`src/rtl/pirq_pkg.sv`:
```
package pirq_pkg;
    localparam int unsigned ADDR_W = 7;
    localparam int unsigned DATA_W = 32;
    localparam int unsigned PRIO_W = 3;
    localparam int unsigned ID_W   = 6;

    localparam logic [ADDR_W-1:0] A_RAW_LO = 7'h40;
    localparam logic [ADDR_W-1:0] A_RAW_HI = 7'h41;
    localparam logic [ADDR_W-1:0] A_ACT_LO = 7'h42;
    localparam logic [ADDR_W-1:0] A_ACT_HI = 7'h43;
    localparam logic [ADDR_W-1:0] A_EN_LO  = 7'h44;
    localparam logic [ADDR_W-1:0] A_EN_HI  = 7'h45;
    localparam logic [ADDR_W-1:0] A_SET_LO = 7'h46;
    localparam logic [ADDR_W-1:0] A_SET_HI = 7'h47;
    localparam logic [ADDR_W-1:0] A_CLR_LO = 7'h48;
    localparam logic [ADDR_W-1:0] A_CLR_HI = 7'h49;
    localparam logic [ADDR_W-1:0] A_PEND   = 7'h4A;
    localparam logic [ADDR_W-1:0] A_SNUM   = 7'h4B;
    localparam logic [ADDR_W-1:0] A_EOS    = 7'h4C;

    // One arbitration candidate: channel, its priority, and whether it competes
    typedef struct packed {
        logic              valid;
        logic [PRIO_W-1:0] prio;
        logic [ID_W-1:0]   id;
    } cand_t;
endpackage

```
`src/rtl/pirq_enable_bank.sv`:
```
module pirq_enable_bank
    import pirq_pkg::*;
#(
    parameter int unsigned NUM_SRC = 62
) (
    input  logic                    clk_i,
    input  logic                    rst_ni,
    input  logic                    set_lo_i,
    input  logic                    set_hi_i,
    input  logic                    clr_lo_i,
    input  logic                    clr_hi_i,
    input  logic [DATA_W-1:0]       wdata_i,
    output logic [NUM_SRC-1:0]      en_o
);
    localparam int unsigned LO_W = 32;
    localparam int unsigned HI_W = NUM_SRC - LO_W;

    typedef struct packed {
        logic [LO_W-1:0] lo;
        logic [HI_W-1:0] hi;
    } en_state_t;

    en_state_t st_d, st_q;

    always_comb begin
        st_d = st_q;
        if (set_lo_i) st_d.lo = st_q.lo | wdata_i;
        if (clr_lo_i) st_d.lo = st_q.lo & ~wdata_i;
        if (set_hi_i) st_d.hi = st_q.hi | wdata_i[HI_W-1:0];
        if (clr_hi_i) st_d.hi = st_q.hi & ~wdata_i[HI_W-1:0];
    end

    always_ff @(posedge clk_i or negedge rst_ni) begin
        if (!rst_ni) st_q <= '0;
        else         st_q <= st_d;
    end

    assign en_o = {st_q.hi, st_q.lo};

    // set strobes raise every written-one bit
    a_r1_set_lo: assert property (@(posedge clk_i) disable iff (!rst_ni)
        set_lo_i |=> ((en_o[LO_W-1:0] & $past(wdata_i)) == $past(wdata_i)));
    // clear strobes drop every written-one bit and keep the others
    a_r2_clr_hi: assert property (@(posedge clk_i) disable iff (!rst_ni)
        clr_hi_i |=> (en_o[NUM_SRC-1:LO_W] == ($past(en_o[NUM_SRC-1:LO_W]) & ~$past(wdata_i[HI_W-1:0]))));
endmodule

```
`src/rtl/pirq_prio_bank.sv`:
```
module pirq_prio_bank
    import pirq_pkg::*;
#(
    parameter int unsigned NUM_SRC = 62
) (
    input  logic                        clk_i,
    input  logic                        rst_ni,
    input  logic                        we_i,
    input  logic [ADDR_W-1:0]           idx_i,
    input  logic [PRIO_W-1:0]           wdata_i,
    output logic [NUM_SRC*PRIO_W-1:0]   prio_o
);
    logic [PRIO_W-1:0] prio_d [NUM_SRC];
    logic [PRIO_W-1:0] prio_q [NUM_SRC];

    always_comb begin
        for (int i = 0; i < NUM_SRC; i++) begin
            prio_d[i] = prio_q[i];
            if (we_i && idx_i == ADDR_W'(i)) prio_d[i] = wdata_i;
        end
    end

    always_ff @(posedge clk_i or negedge rst_ni) begin
        if (!rst_ni) begin
            for (int i = 0; i < NUM_SRC; i++) prio_q[i] <= '0;
        end else begin
            for (int i = 0; i < NUM_SRC; i++) prio_q[i] <= prio_d[i];
        end
    end

    for (genvar g = 0; g < NUM_SRC; g++) begin : g_flat
        assign prio_o[g*PRIO_W +: PRIO_W] = prio_q[g];
    end
endmodule

```
`src/rtl/pirq_arb_tree.sv`:
```
module pirq_arb_tree
    import pirq_pkg::*;
#(
    parameter int unsigned NUM_SRC = 62
) (
    input  logic [NUM_SRC-1:0]          act_i,
    input  logic [NUM_SRC*PRIO_W-1:0]   prio_i,
    output logic                        win_vld_o,
    output logic [ID_W-1:0]             win_id_o
);
    localparam int unsigned LVLS   = $clog2(NUM_SRC);
    localparam int unsigned LEAVES = 1 << LVLS;
    localparam int unsigned NODES  = 2 * LEAVES - 1;

    // Heap layout: node i has children 2i+1 (lower channels) and 2i+2
    cand_t node [NODES];

    for (genvar k = 0; k < LEAVES; k++) begin : g_leaf
        if (k > 0 && k < NUM_SRC) begin : g_real
            assign node[LEAVES-1+k] = '{valid: act_i[k],
                                        prio:  prio_i[k*PRIO_W +: PRIO_W],
                                        id:    ID_W'(k)};
        end else begin : g_pad
            // channel 0 is reserved as the "no source" code; padding never competes
            assign node[LEAVES-1+k] = '0;
        end
    end

    for (genvar n = 0; n < LEAVES - 1; n++) begin : g_node
        cand_t l, r;
        assign l = node[2*n+1];
        assign r = node[2*n+2];
        // left holds lower channel numbers, so it keeps ties
        assign node[n] = (l.valid && (!r.valid || l.prio <= r.prio)) ? l : r;
    end

    assign win_vld_o = node[0].valid;
    assign win_id_o  = node[0].id;
endmodule

```
`src/rtl/pirq_vector_ctrl.sv`:
```
module pirq_vector_ctrl
    import pirq_pkg::*;
(
    input  logic            clk_i,
    input  logic            rst_ni,
    input  logic            arb_vld_i,
    input  logic [ID_W-1:0] arb_id_i,
    input  logic            pend_rd_i,
    input  logic            snum_rd_i,
    input  logic            eos_wr_i,
    output logic [ID_W-1:0] pend_vec_o,
    output logic [ID_W-1:0] snum_o,
    output logic            irq_o
);
    typedef struct packed {
        logic            win_vld;
        logic [ID_W-1:0] win_id;
        logic            svc;
        logic [ID_W-1:0] snum;
    } vec_state_t;

    vec_state_t st_d, st_q;

    always_comb begin
        st_d         = st_q;
        st_d.win_vld = arb_vld_i;
        st_d.win_id  = arb_id_i;
        if (pend_rd_i && st_q.win_vld && !st_q.svc) begin
            st_d.svc  = 1'b1;
            st_d.snum = st_q.win_id;
        end
        if (snum_rd_i) st_d.snum = '0;
        if (eos_wr_i)  st_d.svc  = 1'b0;
    end

    always_ff @(posedge clk_i or negedge rst_ni) begin
        if (!rst_ni) st_q <= '0;
        else         st_q <= st_d;
    end

    assign irq_o      = st_q.win_vld && !st_q.svc;
    assign pend_vec_o = irq_o ? st_q.win_id : '0;
    assign snum_o     = st_q.snum;

    // an offered vector read is latched and service begins
    a_r8_latch: assert property (@(posedge clk_i) disable iff (!rst_ni)
        (pend_rd_i && irq_o) |=> (st_q.svc && !irq_o && snum_o == $past(pend_vec_o)));
    // service holds until end of service
    a_r8_hold: assert property (@(posedge clk_i) disable iff (!rst_ni)
        (st_q.svc && !eos_wr_i) |=> st_q.svc);
    // source number reads back as zero afterwards
    a_r9_clear: assert property (@(posedge clk_i) disable iff (!rst_ni)
        snum_rd_i |=> (snum_o == '0));
    // end of service always leaves the idle state
    a_r10_eos: assert property (@(posedge clk_i) disable iff (!rst_ni)
        eos_wr_i |=> !st_q.svc);
    // the reserved code never becomes a presented winner
    a_r5_no_zero: assert property (@(posedge clk_i) disable iff (!rst_ni)
        st_q.win_vld |-> (st_q.win_id != '0));
endmodule

```
`src/rtl/pirq_ctrl.sv`:
```
module pirq_ctrl
    import pirq_pkg::*;
#(
    parameter int unsigned NUM_SRC = 62
) (
    input  logic                clk_i,
    input  logic                rst_ni,
    input  logic [NUM_SRC-1:0]  src_i,
    input  logic [ADDR_W-1:0]   addr_i,
    input  logic [DATA_W-1:0]   wdata_i,
    input  logic                we_i,
    input  logic                re_i,
    output logic [DATA_W-1:0]   rdata_o,
    output logic                irq_o
);
    localparam int unsigned LO_W = 32;
    localparam int unsigned HI_W = NUM_SRC - LO_W;

    logic [NUM_SRC-1:0]        en;
    logic [NUM_SRC-1:0]        act;
    logic [NUM_SRC*PRIO_W-1:0] prio_flat;
    logic                      arb_vld;
    logic [ID_W-1:0]           arb_id;
    logic [ID_W-1:0]           pend_vec;
    logic [ID_W-1:0]           snum;
    logic                      prio_we;
    logic                      pend_rd, snum_rd, eos_wr;

    assign act     = src_i & en;
    assign prio_we = we_i && (addr_i < ADDR_W'(NUM_SRC));
    assign pend_rd = re_i && addr_i == A_PEND;
    assign snum_rd = re_i && addr_i == A_SNUM;
    assign eos_wr  = we_i && addr_i == A_EOS;

    pirq_enable_bank #(.NUM_SRC(NUM_SRC)) u_en (
        .clk_i    (clk_i),
        .rst_ni   (rst_ni),
        .set_lo_i (we_i && addr_i == A_SET_LO),
        .set_hi_i (we_i && addr_i == A_SET_HI),
        .clr_lo_i (we_i && addr_i == A_CLR_LO),
        .clr_hi_i (we_i && addr_i == A_CLR_HI),
        .wdata_i  (wdata_i),
        .en_o     (en)
    );

    pirq_prio_bank #(.NUM_SRC(NUM_SRC)) u_prio (
        .clk_i   (clk_i),
        .rst_ni  (rst_ni),
        .we_i    (prio_we),
        .idx_i   (addr_i),
        .wdata_i (wdata_i[PRIO_W-1:0]),
        .prio_o  (prio_flat)
    );

    pirq_arb_tree #(.NUM_SRC(NUM_SRC)) u_arb (
        .act_i     (act),
        .prio_i    (prio_flat),
        .win_vld_o (arb_vld),
        .win_id_o  (arb_id)
    );

    pirq_vector_ctrl u_vec (
        .clk_i      (clk_i),
        .rst_ni     (rst_ni),
        .arb_vld_i  (arb_vld),
        .arb_id_i   (arb_id),
        .pend_rd_i  (pend_rd),
        .snum_rd_i  (snum_rd),
        .eos_wr_i   (eos_wr),
        .pend_vec_o (pend_vec),
        .snum_o     (snum),
        .irq_o      (irq_o)
    );

    // Read mux: side-effect-free decode, side effects live in u_vec
    always_comb begin
        rdata_o = '0;
        unique case (addr_i)
            A_RAW_LO: rdata_o = src_i[LO_W-1:0];
            A_RAW_HI: rdata_o = DATA_W'(src_i[NUM_SRC-1:LO_W]);
            A_ACT_LO: rdata_o = act[LO_W-1:0];
            A_ACT_HI: rdata_o = DATA_W'(act[NUM_SRC-1:LO_W]);
            A_EN_LO:  rdata_o = en[LO_W-1:0];
            A_EN_HI:  rdata_o = DATA_W'(en[NUM_SRC-1:LO_W]);
            A_PEND:   rdata_o = DATA_W'({pend_vec, 2'b00});
            A_SNUM:   rdata_o = DATA_W'(snum);
            default: begin
                for (int i = 0; i < NUM_SRC; i++) begin
                    if (addr_i == ADDR_W'(i)) rdata_o = DATA_W'(prio_flat[i*PRIO_W +: PRIO_W]);
                end
            end
        endcase
    end

    // the combinational winner is always an active, enabled channel
    a_r4_winner_active: assert property (@(posedge clk_i) disable iff (!rst_ni)
        arb_vld |-> (act[arb_id] && arb_id < ID_W'(NUM_SRC)));
    // nothing active means no request one cycle later
    a_r6_quiet: assert property (@(posedge clk_i) disable iff (!rst_ni)
        (act[NUM_SRC-1:1] == '0) |=> !irq_o);
    // the vector reads as zero whenever the request line is low
    a_r7_zero_when_idle: assert property (@(posedge clk_i) disable iff (!rst_ni)
        !irq_o |-> (pend_vec == '0));
    initial a_r11_width: assert (HI_W > 0 && HI_W <= LO_W);
endmodule

```
`config.mk`:
```
export PLATFORM = sky130hd
export DESIGN_NAME = pirq_ctrl
export DESIGN_NICKNAME = d
export VERILOG_FILES = /design/src/rtl/pirq_pkg.sv /design/src/rtl/pirq_enable_bank.sv /design/src/rtl/pirq_prio_bank.sv /design/src/rtl/pirq_arb_tree.sv /design/src/rtl/pirq_vector_ctrl.sv /design/src/rtl/pirq_ctrl.sv
export SDC_FILE = /design/constraint.sdc
export NUM_CORES = 1
export LEC_CHECK = 0
export BUFFER_PORTS_ARGS = -buffer_cell sky130_fd_sc_hd__buf_2
export CAP_MARGIN = 5
export CORE_ASPECT_RATIO = 2
export CORE_MARGIN = 4
export CORE_UTILIZATION = 45
export DETAILED_ROUTE_END_ITERATION = 10
export GPL_TIMING_DRIVEN = 0
export PLACE_DENSITY_LB_ADDON = 0.1
export SLEW_MARGIN = 0
export SYNTH_ARGS = -nofsm -noshare
export SYNTH_HDL_FRONTEND = slang
export SYNTH_SLANG_ARGS = --single-unit
```
`constraint.sdc`:
```
create_clock -name clk_i -period 23.3 [get_ports clk_i]
set_input_delay 4.66 -clock clk_i [delete_from_list [all_inputs] [get_ports clk_i]]
set_output_delay 4.66 -clock clk_i [all_outputs]
set_load 0.02 [all_outputs]
```
==> results.md <==
* Status: completed
* Startpoint type of the worst setup path: input port
* Final wirelength at 117000 µm
* CTS Hold Buffers Added at 0
* Slowest cell on the critical path: a211oi_1
* DRC errors left at 0
* Final-report max-slew violation count at 0
* Synthesis Warnings at 0
* Static Leak at 0.0116 µW
* P&R area growth vs syn at 10.5%
* Post-DR wirelength/cell at 34.0 µm
* Iter 0 DRT Violations at 2566
* First-pass GRT wire length at 165000 µm
* CTS tree: yes
* Gate Count Post-Synth at 2622
* Slew headroom at 0.0804
* Yosys cell types at 106
* Clock Root Buffer: clkbuf_16
* Most common cell after layout, fill and taps aside: a21oi_1
* WS Path Type: input port to register
* Crit path max fanout at 10
* Kind of cell adding the most delay to the critical path: compound AO/OA/AOI/OAI gates
* Number of global-route vias before repair at 23734
* Hold Violations, Final at 0
* Die Y at 328 µm
* Placement Cell Area at 24500 µm²
* Clock Pin Slew Worst Setup and Hold Paths at 0.06 ns
* Commonest cells after routing, fill and taps aside: a21oi_1, dfrtp_1, mux2_2
* Post-CTS Resized at 0
* Most common cell on crit path: ha_1
* Worst Path Buf+Inv at 3
* Post-synth EDFFs at 0
* Via count at 23751
* CORE AREA at 50800 µm²
* Ratio of cells with drive above 1 in the final layout at 0.178
* Syn Area/Cell at 8.78 µm²
* Worst-skew pair later-pin latency at 0.62 ns
* Drt first pass iters at 8
* H-tree Lvls at 1
* Total power at 1570 µW
* Setup violations, final at 0
* Worst path max stage delay at 0.83 ns
* Setup_tns at 0 ns
* # rows at 117
* Initial Util at 0.453
* Fmax at 0.0679 GHz
* Post-synth ARST share at 1.00
* Sequential fraction of the synthesis area at 0.285
* Net Count, Synth at 2907
* Crit path DAT at 15.11 ns
* Max Cap Viol at 0
* Dpl hpwl at 92200 µm
* CTS Buf Count at 29
* Antenna violations before repair at 1
* Post-DRT Antenna Nets at 0
* Main synth FF type: dfrtp_1
* Post-layout min period at 14.72 ns
* Largest net degree at the start of global routing at 96
* Final period util at 0.632
* Global route overflow at 0
* Pwr Density at 61.5 nW/µm²
* Vias/cell at 6.88
* I/O Buffers at 122
* Number of synthesized register bits at 262
* CP Data Required Time at 23.69 ns
* TritonCTS Sinks at 262
* Mapped Area at 23000 µm²
* Worst-Margin Slew at 1.38 ns
* Post-CTS setup buffers at 0
* RSZ-0062 raised after global routing: no
* VDD IR max at 0.0000645 V
* Die Footprint at 55100 µm²
* Finished Cell Area at 25500 µm²
* HP Class: register to register
* CP Capture Type: register
* Total GRT Usage at 0.412
* Hold_ws at 0.504 ns
* I/O pin total at 138
* Die width at 168 µm
* Clock buffer depth at 3
* Gp weighted congestion at 1.08
* Worst Skew at 0.0211 ns
* Final nets at 3062
-- cell families after synthesis --
| logic type | after synthesis | synth area share |
|---|---|---|
| AND/OR/NAND/NOR | 640 | 0.151 |
| flip-flops | 262 | 0.285 |
| buffers and inverters | 343 | 0.0618 |
| adder cells (fa/ha/maj) | 180 | 0.0978 |
| XOR/XNOR | 2 | 0.000761 |
| multiplexers | 293 | 0.139 |
| AO/OA/AOI/OAI | 902 | 0.265 |
-- cell usage after synthesis, drive strengths merged, types with 30 or more instances --
cell type	count	area [µm²]
dfrtp	262	6560
clkbuf	66	248
and2	37	235
mux2i	84	841
inv	201	754
nor2b	30	195
ha	180	2250
nand2	189	712
a22oi	56	420
a2111oi	40	369
nand3	88	440
nor2	79	297
o21ai	110	551
buf	75	417
a21oi	309	1570
a211oi	90	681
and3	71	448
mux2	208	2340
-- final timing paths --
kind,cells after the start,from,endpoint,slack (ns)
max in group asynchronous,2,rst_ni,u_prio.prio_o[63],18.27
max reg2reg,37,u_prio.prio_o[152],u_vec.st_q[9],11.68
min,1,u_prio.prio_o[54],u_prio.prio_o[54],0.50
min in group asynchronous,1,rst_ni,u_prio.prio_o[114],4.05
min reg2reg,1,u_prio.prio_o[54],u_prio.prio_o[54],0.50
max,33,src_i[17],u_vec.st_q[9],8.58
-- where the power goes --
| part | switching (µW) | internal, µW | leakage, µW |
|---|---|---|---|
| logic | 381 | 184 | 0.00761 |
| registers | 43.2 | 487 | 0.00354 |
| clock network | 210 | 260 | 0.000436 |
| total | 634 | 931 | 0.0116 |
-- cell type report --
class	count	area, µm²
Clock buffer	39	793
Buffer	141	664
Inverter	202	758
Sequential cell	262	6560
Fill cell	4910	25300
Timing Repair Buffer	124	676
Tap cell	654	818
Antenna cell	1	2.50
Clock inverter	11	123
Multi-Input combinational cell	2017	15100
-- worst reg2reg max path: cells and delay by family (launching register included) --
kind | cells | cell delay [ns]
AO/OA/AOI/OAI | 19 | 6.32
adder cells (fa/ha/maj) | 6 | 1.78
buffers and inverters | 2 | 0.35
flip-flops | 1 | 0.46
multiplexers | 4 | 1.60
AND/OR/NAND/NOR | 6 | 0.89
-- metal layers --
| metal | vias up | track usage | part of all wire |
|---|---|---|---|
| met1 | 11708 | 0.426 | 0.33 |
| met5 | - | 0 | 0 |
| met2 | 1257 | 0.686 | 0.47 |
| met3 | 468 | 0.0667 | 0.068 |
| li1 | 10318 | - | - |
| met4 | 0 | 0.413 | 0.13 |
-- metrics by stage --
stage,worst slack (ns),cells,util
global route,8.14,3450,0.501
floorplan,11.46,2622,-
CTS,8.97,3450,0.501
finish,8.58,3451,0.501
detailed placement,8.35,3400,0.483
global placement,8.61,3398,0.481
Power figures use the tool's default switching activity.
